$ cat src/rtl/sram_ctrl_pkg.sv
package sram_ctrl_pkg;

  typedef enum logic [2:0] {
    ST_IDLE,
    ST_RD_ACCESS,
    ST_WR_SETUP,
    ST_WR_PULSE,
    ST_WR_RECOVER
  } state_e;

  function automatic int unsigned ns2cyc(input int unsigned ns, input int unsigned per);
    int unsigned c;
    c = (ns + per - 1) / per;
    return (c == 0) ? 1 : c;
  endfunction

  function automatic int unsigned umax(input int unsigned a, input int unsigned b);
    return (a > b) ? a : b;
  endfunction

endpackage

$ cat src/rtl/sram_ctrl_timer.sv
module sram_ctrl_timer #(
  parameter int unsigned CNT_W = 2
) (
  input  logic             clk_i,
  input  logic             rst_ni,
  input  logic             load_i,
  input  logic [CNT_W-1:0] load_val_i,
  output logic             done_o
);
  logic [CNT_W-1:0] cnt_q;

  always_ff @(posedge clk_i or negedge rst_ni) begin
    if (!rst_ni)              cnt_q <= '0;
    else if (load_i)          cnt_q <= load_val_i;
    else if (cnt_q != '0)     cnt_q <= cnt_q - 1'b1;
  end

  assign done_o = (cnt_q == '0);
endmodule

$ cat src/rtl/sram_ctrl_pins.sv
module sram_ctrl_pins
  import sram_ctrl_pkg::*;
#(
  parameter int unsigned ADDR_W = 20,
  parameter int unsigned DATA_W = 4
) (
  input  logic              clk_i,
  input  logic              rst_ni,
  input  state_e            st_d_i,
  input  logic              load_i,
  input  logic [ADDR_W-1:0] addr_i,
  input  logic [DATA_W-1:0] wdata_i,
  output logic              ce_n_o,
  output logic              oe_n_o,
  output logic              we_n_o,
  output logic [ADDR_W-1:0] addr_o,
  output logic [DATA_W-1:0] dq_o,
  output logic              dq_oe_o
);
  // pins follow the next state so they switch on the same edge as the FSM
  always_ff @(posedge clk_i or negedge rst_ni) begin
    if (!rst_ni) begin
      ce_n_o  <= 1'b1;
      oe_n_o  <= 1'b1;
      we_n_o  <= 1'b1;
      dq_oe_o <= 1'b0;
    end else begin
      ce_n_o  <= (st_d_i == ST_IDLE);
      oe_n_o  <= (st_d_i != ST_RD_ACCESS);
      we_n_o  <= (st_d_i != ST_WR_PULSE);
      dq_oe_o <= (st_d_i == ST_WR_PULSE) || (st_d_i == ST_WR_RECOVER);
    end
  end

  always_ff @(posedge clk_i or negedge rst_ni) begin
    if (!rst_ni) begin
      addr_o <= '0;
      dq_o   <= '0;
    end else if (load_i) begin
      addr_o <= addr_i;
      dq_o   <= wdata_i;
    end
  end
endmodule

$ cat src/rtl/sram_ctrl.sv
module sram_ctrl
  import sram_ctrl_pkg::*;
#(
  parameter int unsigned CLK_PERIOD_NS = 4,
  parameter int unsigned ADDR_W        = 20,
  parameter int unsigned DATA_W        = 4,
  parameter int unsigned T_AA_NS       = 10,
  parameter int unsigned T_DOE_NS      = 5,
  parameter int unsigned T_HZOE_NS     = 5,
  parameter int unsigned T_PWE_NS      = 7,
  parameter int unsigned T_SD_NS       = 5,
  parameter int unsigned T_AW_NS       = 7,
  parameter int unsigned T_WC_NS       = 10
) (
  input  logic              clk_i,
  input  logic              rst_ni,
  input  logic              req_i,
  output logic              ready_o,
  input  logic              wr_i,
  input  logic [ADDR_W-1:0] addr_i,
  input  logic [DATA_W-1:0] wdata_i,
  output logic [DATA_W-1:0] rdata_o,
  output logic              rd_valid_o,
  output logic [ADDR_W-1:0] sram_addr_o,
  output logic              sram_ce_no,
  output logic              sram_oe_no,
  output logic              sram_we_no,
  output logic [DATA_W-1:0] sram_dq_o,
  output logic              sram_dq_oe_o,
  input  logic [DATA_W-1:0] sram_dq_i
);
  localparam int unsigned RD_CYC    = umax(ns2cyc(T_AA_NS, CLK_PERIOD_NS),
                                           ns2cyc(T_DOE_NS, CLK_PERIOD_NS));
  localparam int unsigned SETUP_CYC = ns2cyc(T_HZOE_NS, CLK_PERIOD_NS);
  localparam int unsigned PULSE_CYC = umax(umax(ns2cyc(T_PWE_NS, CLK_PERIOD_NS),
                                                ns2cyc(T_SD_NS, CLK_PERIOD_NS)),
                                           ns2cyc(T_AW_NS, CLK_PERIOD_NS));
  localparam int unsigned WC_CYC    = ns2cyc(T_WC_NS, CLK_PERIOD_NS);
  localparam int unsigned REC_CYC   = (WC_CYC > SETUP_CYC + PULSE_CYC + 1) ?
                                      WC_CYC - SETUP_CYC - PULSE_CYC : 1;
  localparam int unsigned MAX_CYC   = umax(umax(RD_CYC, SETUP_CYC), umax(PULSE_CYC, REC_CYC));
  localparam int unsigned CNT_W     = (MAX_CYC < 2) ? 1 : $clog2(MAX_CYC);

  state_e           state_q, state_d;
  logic             t_load, t_done, accept;
  logic [CNT_W-1:0] t_val;
  logic [DATA_W-1:0] rdata_q;
  logic             rd_valid_q;

  assign accept  = (state_q == ST_IDLE) && req_i;
  assign ready_o = (state_q == ST_IDLE);

  always_comb begin
    state_d = state_q;
    t_load  = 1'b0;
    t_val   = '0;
    unique case (state_q)
      ST_IDLE: if (req_i) begin
        t_load = 1'b1;
        if (wr_i) begin
          state_d = ST_WR_SETUP;
          t_val   = CNT_W'(SETUP_CYC - 1);
        end else begin
          state_d = ST_RD_ACCESS;
          t_val   = CNT_W'(RD_CYC - 1);
        end
      end
      ST_RD_ACCESS: if (t_done) state_d = ST_IDLE;
      ST_WR_SETUP: if (t_done) begin
        state_d = ST_WR_PULSE;
        t_load  = 1'b1;
        t_val   = CNT_W'(PULSE_CYC - 1);
      end
      ST_WR_PULSE: if (t_done) begin
        state_d = ST_WR_RECOVER;
        t_load  = 1'b1;
        t_val   = CNT_W'(REC_CYC - 1);
      end
      ST_WR_RECOVER: if (t_done) state_d = ST_IDLE;
      default: state_d = ST_IDLE;
    endcase
  end

  always_ff @(posedge clk_i or negedge rst_ni) begin
    if (!rst_ni) state_q <= ST_IDLE;
    else         state_q <= state_d;
  end

  // capture on the edge closing the access window
  always_ff @(posedge clk_i or negedge rst_ni) begin
    if (!rst_ni) begin
      rd_valid_q <= 1'b0;
      rdata_q    <= '0;
    end else begin
      rd_valid_q <= (state_q == ST_RD_ACCESS) && t_done;
      if ((state_q == ST_RD_ACCESS) && t_done) rdata_q <= sram_dq_i;
    end
  end

  assign rdata_o    = rdata_q;
  assign rd_valid_o = rd_valid_q;

  sram_ctrl_timer #(.CNT_W(CNT_W)) u_timer (
    .clk_i      (clk_i),
    .rst_ni     (rst_ni),
    .load_i     (t_load),
    .load_val_i (t_val),
    .done_o     (t_done)
  );

  sram_ctrl_pins #(.ADDR_W(ADDR_W), .DATA_W(DATA_W)) u_pins (
    .clk_i   (clk_i),
    .rst_ni  (rst_ni),
    .st_d_i  (state_d),
    .load_i  (accept),
    .addr_i  (addr_i),
    .wdata_i (wdata_i),
    .ce_n_o  (sram_ce_no),
    .oe_n_o  (sram_oe_no),
    .we_n_o  (sram_we_no),
    .addr_o  (sram_addr_o),
    .dq_o    (sram_dq_o),
    .dq_oe_o (sram_dq_oe_o)
  );
endmodule

$ cat config.mk
export PLATFORM = sky130hd
export DESIGN_NAME = sram_ctrl
export DESIGN_NICKNAME = d
export VERILOG_FILES = /design/src/rtl/sram_ctrl_pkg.sv /design/src/rtl/sram_ctrl_timer.sv /design/src/rtl/sram_ctrl_pins.sv /design/src/rtl/sram_ctrl.sv
export SDC_FILE = /design/constraint.sdc
export NUM_CORES = 1
export LEC_CHECK = 0
export ABC_AREA = 1
export BUFFER_PORTS_ARGS = -buffer_cell sky130_fd_sc_hd__buf_2
export CAP_MARGIN = 20
export CORE_MARGIN = 3
export CORE_UTILIZATION = 42
export DETAILED_ROUTE_END_ITERATION = 8
export GPL_TIMING_DRIVEN = 0
export HOLD_SLACK_MARGIN = 0.02
export PLACE_DENSITY = 0.81
export SETUP_SLACK_MARGIN = 0.3
export SYNTH_ARGS = -nofsm -noshare
export SYNTH_HDL_FRONTEND = slang
export SYNTH_SLANG_ARGS = --single-unit
$ cat constraint.sdc
create_clock -name clk_i -period 1.4 [get_ports clk_i]
set_input_delay 0.14 -clock clk_i [delete_from_list [all_inputs] [get_ports clk_i]]
set_output_delay 0.14 -clock clk_i [all_outputs]
set_load 0.1 [all_outputs]
==> results of run 1 <==
final cells by class:
class | instances | area [um2] | area share
sequential | 38 | 976 | 0.355
timing repair buffer | 85 | 749 | 0.272
multi-input combinational | 124 | 729 | 0.265
clock buffer | 7 | 86.3 | 0.0314
buffer | 6 | 77.6 | 0.0282
inverter | 15 | 70.1 | 0.0255
tap | 46 | 57.6 | 0.0209
clock inverter | 1 | 5.00 | 0.00182
cells in the final DEF (no fill, tap or decap), types with 2 or more instances in the layout:
| cell | instances |
|---|---|
| inv_1 | 7 |
| nand2_2 | 41 |
| clkbuf_8 | 8 |
| nand2_1 | 55 |
| buf_8 | 4 |
| dfrtp_2 | 17 |
| inv_2 | 4 |
| buf_2 | 31 |
| nand2_4 | 4 |
| nand3_2 | 4 |
| nor2_4 | 3 |
| buf_4 | 18 |
| buf_6 | 31 |
| dfstp_2 | 3 |
| nand3_1 | 3 |
| nand3_4 | 2 |
| inv_4 | 2 |
| buf_12 | 5 |
| dfrtp_1 | 18 |
| nor2_1 | 4 |
path summary, 6_finish.rpt:
check / startpoint / end / slack [ns] / depth (start not counted)
max: u_timer.cnt_q[0]$_DFFE_PN0P_ / rdata_o[1]$_DFFE_PN0P_ / 0.005 / 8
min: rst_ni / u_pins.dq_o[1]$_DFFE_PN0P_ / -0.07 / 1
max reg2reg: u_timer.cnt_q[0]$_DFFE_PN0P_ / rdata_o[1]$_DFFE_PN0P_ / 0.005 / 8
min reg2reg: rdata_o[1]$_DFFE_PN0P_ / rdata_o[1]$_DFFE_PN0P_ / 0.48 / 2
max in group asynchronous: rst_ni / u_pins.addr_o[13]$_DFFE_PN0P_ / 0.91 / 1
min in group clk_i: addr_i[0] / u_pins.addr_o[0]$_DFFE_PN0P_ / 0.04 / 3
Yosys cell counts, types with 2 or more instances:
library cell,number,area [um2]
dfrtp_1,35,876
inv_2,2,7.51
dfstp_2,3,78.8
nand2_1,99,372
nand3_1,8,40.0
inv_1,12,45.0
buf_2,3,15.0
nor2_1,7,26.3
layer usage:
| metal | track usage | wire length [um] | share of wire |
|---|---|---|---|
| met1 | 0.221 | 1750 | 0.38 |
| met2 | 0.312 | 2520 | 0.55 |
| met3 | 0.0499 | 288 | 0.062 |
| met4 | 0.0608 | 55 | 0.012 |
| met5 | 0 | 0 | 0 |
timing repair:
item | CTS | global route
pin swaps | 12 | 21
resized for setup | 100 | 66
endpoints found under the hold margin | 35 | 34
setup endpoints to repair | 71 | 64
cloned | 4 | 0
setup buffers | 9 | 7
worst max-delay path: cells and delay by family (launching register included):
kind                       cells  cell delay, ns
and+or+nand+nor                4            0.52
adders and majority gates      1            0.12
buffers and inverters          3            0.29
DFF                            1            0.40
flip-flops by register name (all words and copies together), names as in the netlist:
signal          flops
u_pins.we_n_o       1
state_q             3
u_pins.oe_n_o       1
rdata_o             4
u_pins.addr_o      20
u_timer.cnt_q       2
u_pins.dq_oe_o      1
rd_valid_o          1
u_pins.ce_n_o       1
u_pins.dq_o         4
logic make-up after synthesis:
kind of cell               after synthesis  share of synthesized area
and+or+nand+nor                        119                      0.307
AOI/OAI and AO/OA                        4                     0.0143
DFF                                     38                      0.607
buffers and inverters                   21                     0.0629
adders and majority gates                1                    0.00796
stage by stage:
stage / worst slack, ns / hold WS [ns] / util
after global routing: -0.0537 / 0.00591 / 0.793
after CTS: -0.00353 / -0.0366 / 0.711
after global placement: -0.00349 / 0.269 / 0.574
after floorplan: 0.0468 / -0.156 / -
after detailed placement: -0.0215 / 0.283 / 0.574
final: 0.00526 / -0.0684 / 0.793
==> results.cfg, run 1 <==
[status]
status = complete, but fails checks
violations = negative hold slack

[die]
start_util = 0.453
die_x_um = 67.2
io_pins = 66
die-area_mm2 = 0.00451
die_height_um = 67.2
rows = 21
coreArea_mm2 = 0.00347

[clocking]
clock_sinks = 38
cts_tree = built
cts_made_buffers = 5
path_clk_slew_ns = 0.07
cts_root_buf = clkbuf_8
clkLatencyLatePin_ns = 0.29
cts_buffer_depth = 2
cts_htree_levels = 2

[sta]
timing.final.setup_violations = 0
fin_setup_tns_ns = 0
max_freq_mhz = 717
fin_crit_sh = 0.996
min_period_ns = 1.39
slew_headroom = 0.469
worst_pin_slew_ns = 0.797
rsz0062_at_grt = true
fin_skew_ns = 0.00311
drv_slew = 0
whs_ns = -0.0684
report.final.hold_viol_count = 35

[synth]
yosysSeqAreaShare = 0.607
syn_area_mm2 = 0.00157
synth_edf_count = 0
syn_area_per_cell_um2 = 8.59
syn_inst = 183
ys.flop_type = dfrtp_1
async_reset_ff_frac = 1.00
synth_warnings = 0
yosysUniqueCellTypes = 22
syn_nets = 216
ys_ff_latch = 38

[worst_setup_path]
path_cells = inv_2 > ha_4 > buf_6 > nand2_4 > or3_4 > clkinv_4 > nand2_1 > nand2_1
crit_top_cell = nand2_1
crit_arrival_ns = 1.62
slowest_delay_ns = 0.40
cp-start-kind = flip-flop
worstPathMaxFanout = 5
worst_path_max_delay_cell = dfrtp_1
required_ns = 1.63
worstSetupEndpointType = flip-flop
crit_type = flip-flop to flip-flop

[final_layout]
design_area_mm2 = 0.00275
num_antenna_cells = 0
stdcell_count = 322
areaGrowthSynthToFinish_pct = 75.1
nNetsFinal = 308
post_route_cells_drive_above_1_share = 0.667
n_fill_cell = 218

[global_route]
grt_max_degree = 39
grt_first_pass_wirelength_um = 6110
grt-ovfl-total = 0
antenna_found_initial = 0
track_usage = 0.182
grt_pass1_vias = 1372

[placed_design]
dp_hpwl_um = 2450
placed_area_mm2 = 0.00199
gp_congestion = 0.850
dp.cells = 294
io_buffer_count = 65

[drt]
drt-vias-per-instance = 4.75
wl_per_cell_um = 14.3
vias = 1531
drtIter0Drc = 78
ant_nets = 0
firstDrtPassIters = 4
remaining_drc_errors = 0
totalWireLength_um = 4620

[min_path]
hold_path_class = input port to async pin

[flow_run]
maxCapViolations = 0
Power of run 1 is not shown: default switching activity piles up to over one toggle a cycle in this logic, so the estimate is an artifact.
==> inputs of run 2 (changes only) <==
--- a/config.mk
+++ b/config.mk
@@ -13,7 +13,7 @@
 export DETAILED_ROUTE_END_ITERATION = 8
 export GPL_TIMING_DRIVEN = 0
 export HOLD_SLACK_MARGIN = 0.02
-export PLACE_DENSITY = 0.81
+export PLACE_DENSITY = 0.84
 export SETUP_SLACK_MARGIN = 0.3
 export SYNTH_ARGS = -nofsm -noshare
 export SYNTH_HDL_FRONTEND = slang
==> results.cfg, run 2 (same netlist as run 1, synthesis figures left out) <==
[worst_setup_path]
rr_startpoint = u_timer.cnt_q[0]$_DFFE_PN0P_
cp-start-kind = flip-flop
crit_type = flip-flop to flip-flop
worstPathMaxFanout = 2
crit_arrival_ns = 1.69
regToRegEndpoint = u_timer.cnt_q[0]$_DFFE_PN0P_
reg2reg_slack_ns = -0.12
required_ns = 1.56
worstSetupEndpointType = flip-flop
reg2reg_depth = 8

[drt]
vias = 1600
drtIter0Drc = 71
drt-vias-per-instance = 4.88
wl_per_cell_um = 15.6
totalWireLength_um = 5130
ant_nets = 0
remaining_drc_errors = 0
firstDrtPassIters = 4

[die]
io_pins = 66
rows = 21
coreArea_mm2 = 0.00347
start_util = 0.453
die_height_um = 67.2
die_x_um = 67.2
die-area_mm2 = 0.00451

[sta]
rsz0062_at_grt = true
worst_slack_ns = -0.125
worst_pin_slew_ns = 0.790
whs_ns = -0.0637
timing.final.setup_violations = 4
fin_crit_sh = 1.09
drv_slew = 0
max_freq_mhz = 656
min_period_ns = 1.52
slew_headroom = 0.474
report.final.hold_viol_count = 35
fin_skew_ns = 0.00616

[final_layout]
areaGrowthSynthToFinish_pct = 81.1
num_antenna_cells = 0
seq_area_um2 = 981
multiInputGateArea_um2 = 723
n_fill_cell = 182
largest_reg_flops = 20
layout_commonest_cell = nand2_1
design_area_mm2 = 0.00285
layout_common_cells = nand2_1 (63), buf_6 (31), buf_2 (31), nand2_2 (29), buf_4 (22)
nNetsFinal = 314
regMostFlops = u_pins.addr_o
post_route_cells_drive_above_1_share = 0.660

[global_route]
grt_max_degree = 39
antenna_found_initial = 0
track_usage = 0.208
grt_first_pass_wirelength_um = 6870
grt_pass1_vias = 1501
grt-ovfl-total = 0

[min_path]
hold_path_class = input port to async pin

[clocking]
cts_made_buffers = 5
path_clk_slew_ns = 0.07
cts_root_buf = clkbuf_8
clkLatencyLatePin_ns = 0.29
cts_htree_levels = 2
cts_tree = built
clock_sinks = 38
cts_buffer_depth = 2

[placed_design]
gp_congestion = 0.863
dp_hpwl_um = 2420
placed_area_mm2 = 0.00199
dp_slack_ns = -0.0399
io_buffer_count = 65

[status]
status = complete, but fails checks
violations = negative hold slack, negative setup slack

[flow_run]
maxCapViolations = 0
==> run 2: cell types whose count changed in the layout (fill, tap and decap cells not counted), sizes merged <==
cell / before / now
buf: 89 / 97
clkbuf: 9 / 7
bufinv: 0 / 1
clkinv: 2 / 1
==> run 2: timing repair <==
| action | in CTS | in global routing |
|---|---|---|
| pin swaps | 34 | 25 |
| endpoints found under the hold margin | 35 | 35 |
| buffers inserted | 21 | 2 |
| resized for setup | 107 | 69 |
| setup endpoints to repair | 72 | 63 |
| cloned | 3 | 0 |
==> run 2: metrics by stage <==
step | utilization | setup TNS, ns | instances
6_report | 0.820 | -0.187 | 328
3_5_place_dp | 0.574 | -0.166 | 294
5_1_grt | 0.820 | -0.381 | 328
2_1_floorplan | - | 0 | 183
3_3_place_gp | 0.574 | 0 | 294
4_1_cts | 0.746 | -0.0242 | 326
==> run 2: worst max path at each step <==
stage          slack, ns                          from                            to
6_report           -0.12  u_timer.cnt_q[0]$_DFFE_PN0P_  u_timer.cnt_q[0]$_DFFE_PN0P_
5_1_grt            -0.13  u_timer.cnt_q[0]$_DFFE_PN0P_  u_timer.cnt_q[0]$_DFFE_PN0P_
4_1_cts            -0.01  u_timer.cnt_q[0]$_DFFE_PN0P_        rdata_o[3]$_DFFE_PN0P_
3_5_place_dp       -0.04  u_timer.cnt_q[0]$_DFFE_PN0P_        rdata_o[3]$_DFFE_PN0P_
3_3_place_gp       0.006  u_timer.cnt_q[0]$_DFFE_PN0P_        rdata_o[3]$_DFFE_PN0P_
2_1_floorplan       0.05  u_timer.cnt_q[0]$_DFFE_PN0P_        rdata_o[0]$_DFFE_PN0P_
==> run 2: cell type report <==
class	instances	share of cell area
sequential	38	0.345
multi-input combinational	124	0.254
buffer	6	0.0277
clock inverter	1	0.0106
clock buffer	7	0.0268
inverter	15	0.0255
tap	46	0.0202
timing repair buffer	91	0.290
==> run 2: worst max-delay path: stages, from the launching register on <==
cell and delay [ns]:
dfrtp_1 0.38, inv_2 0.07, buf_4 0.13, buf_4 0.12, buf_4 0.12, buf_4 0.12
buf_4 0.13, o211ai_1 0.23, a21oi_1 0.12
==> run 2: per-layer routing <==
layer	vias to the layer above	wire length (um)	track usage
li1	747	-	-
met1	764	1820	0.236
met2	73	2850	0.373
met3	16	280	0.0682
met4	0	168	0.0608
met5	-	0	0
Power of run 2 is left out for the same reason.
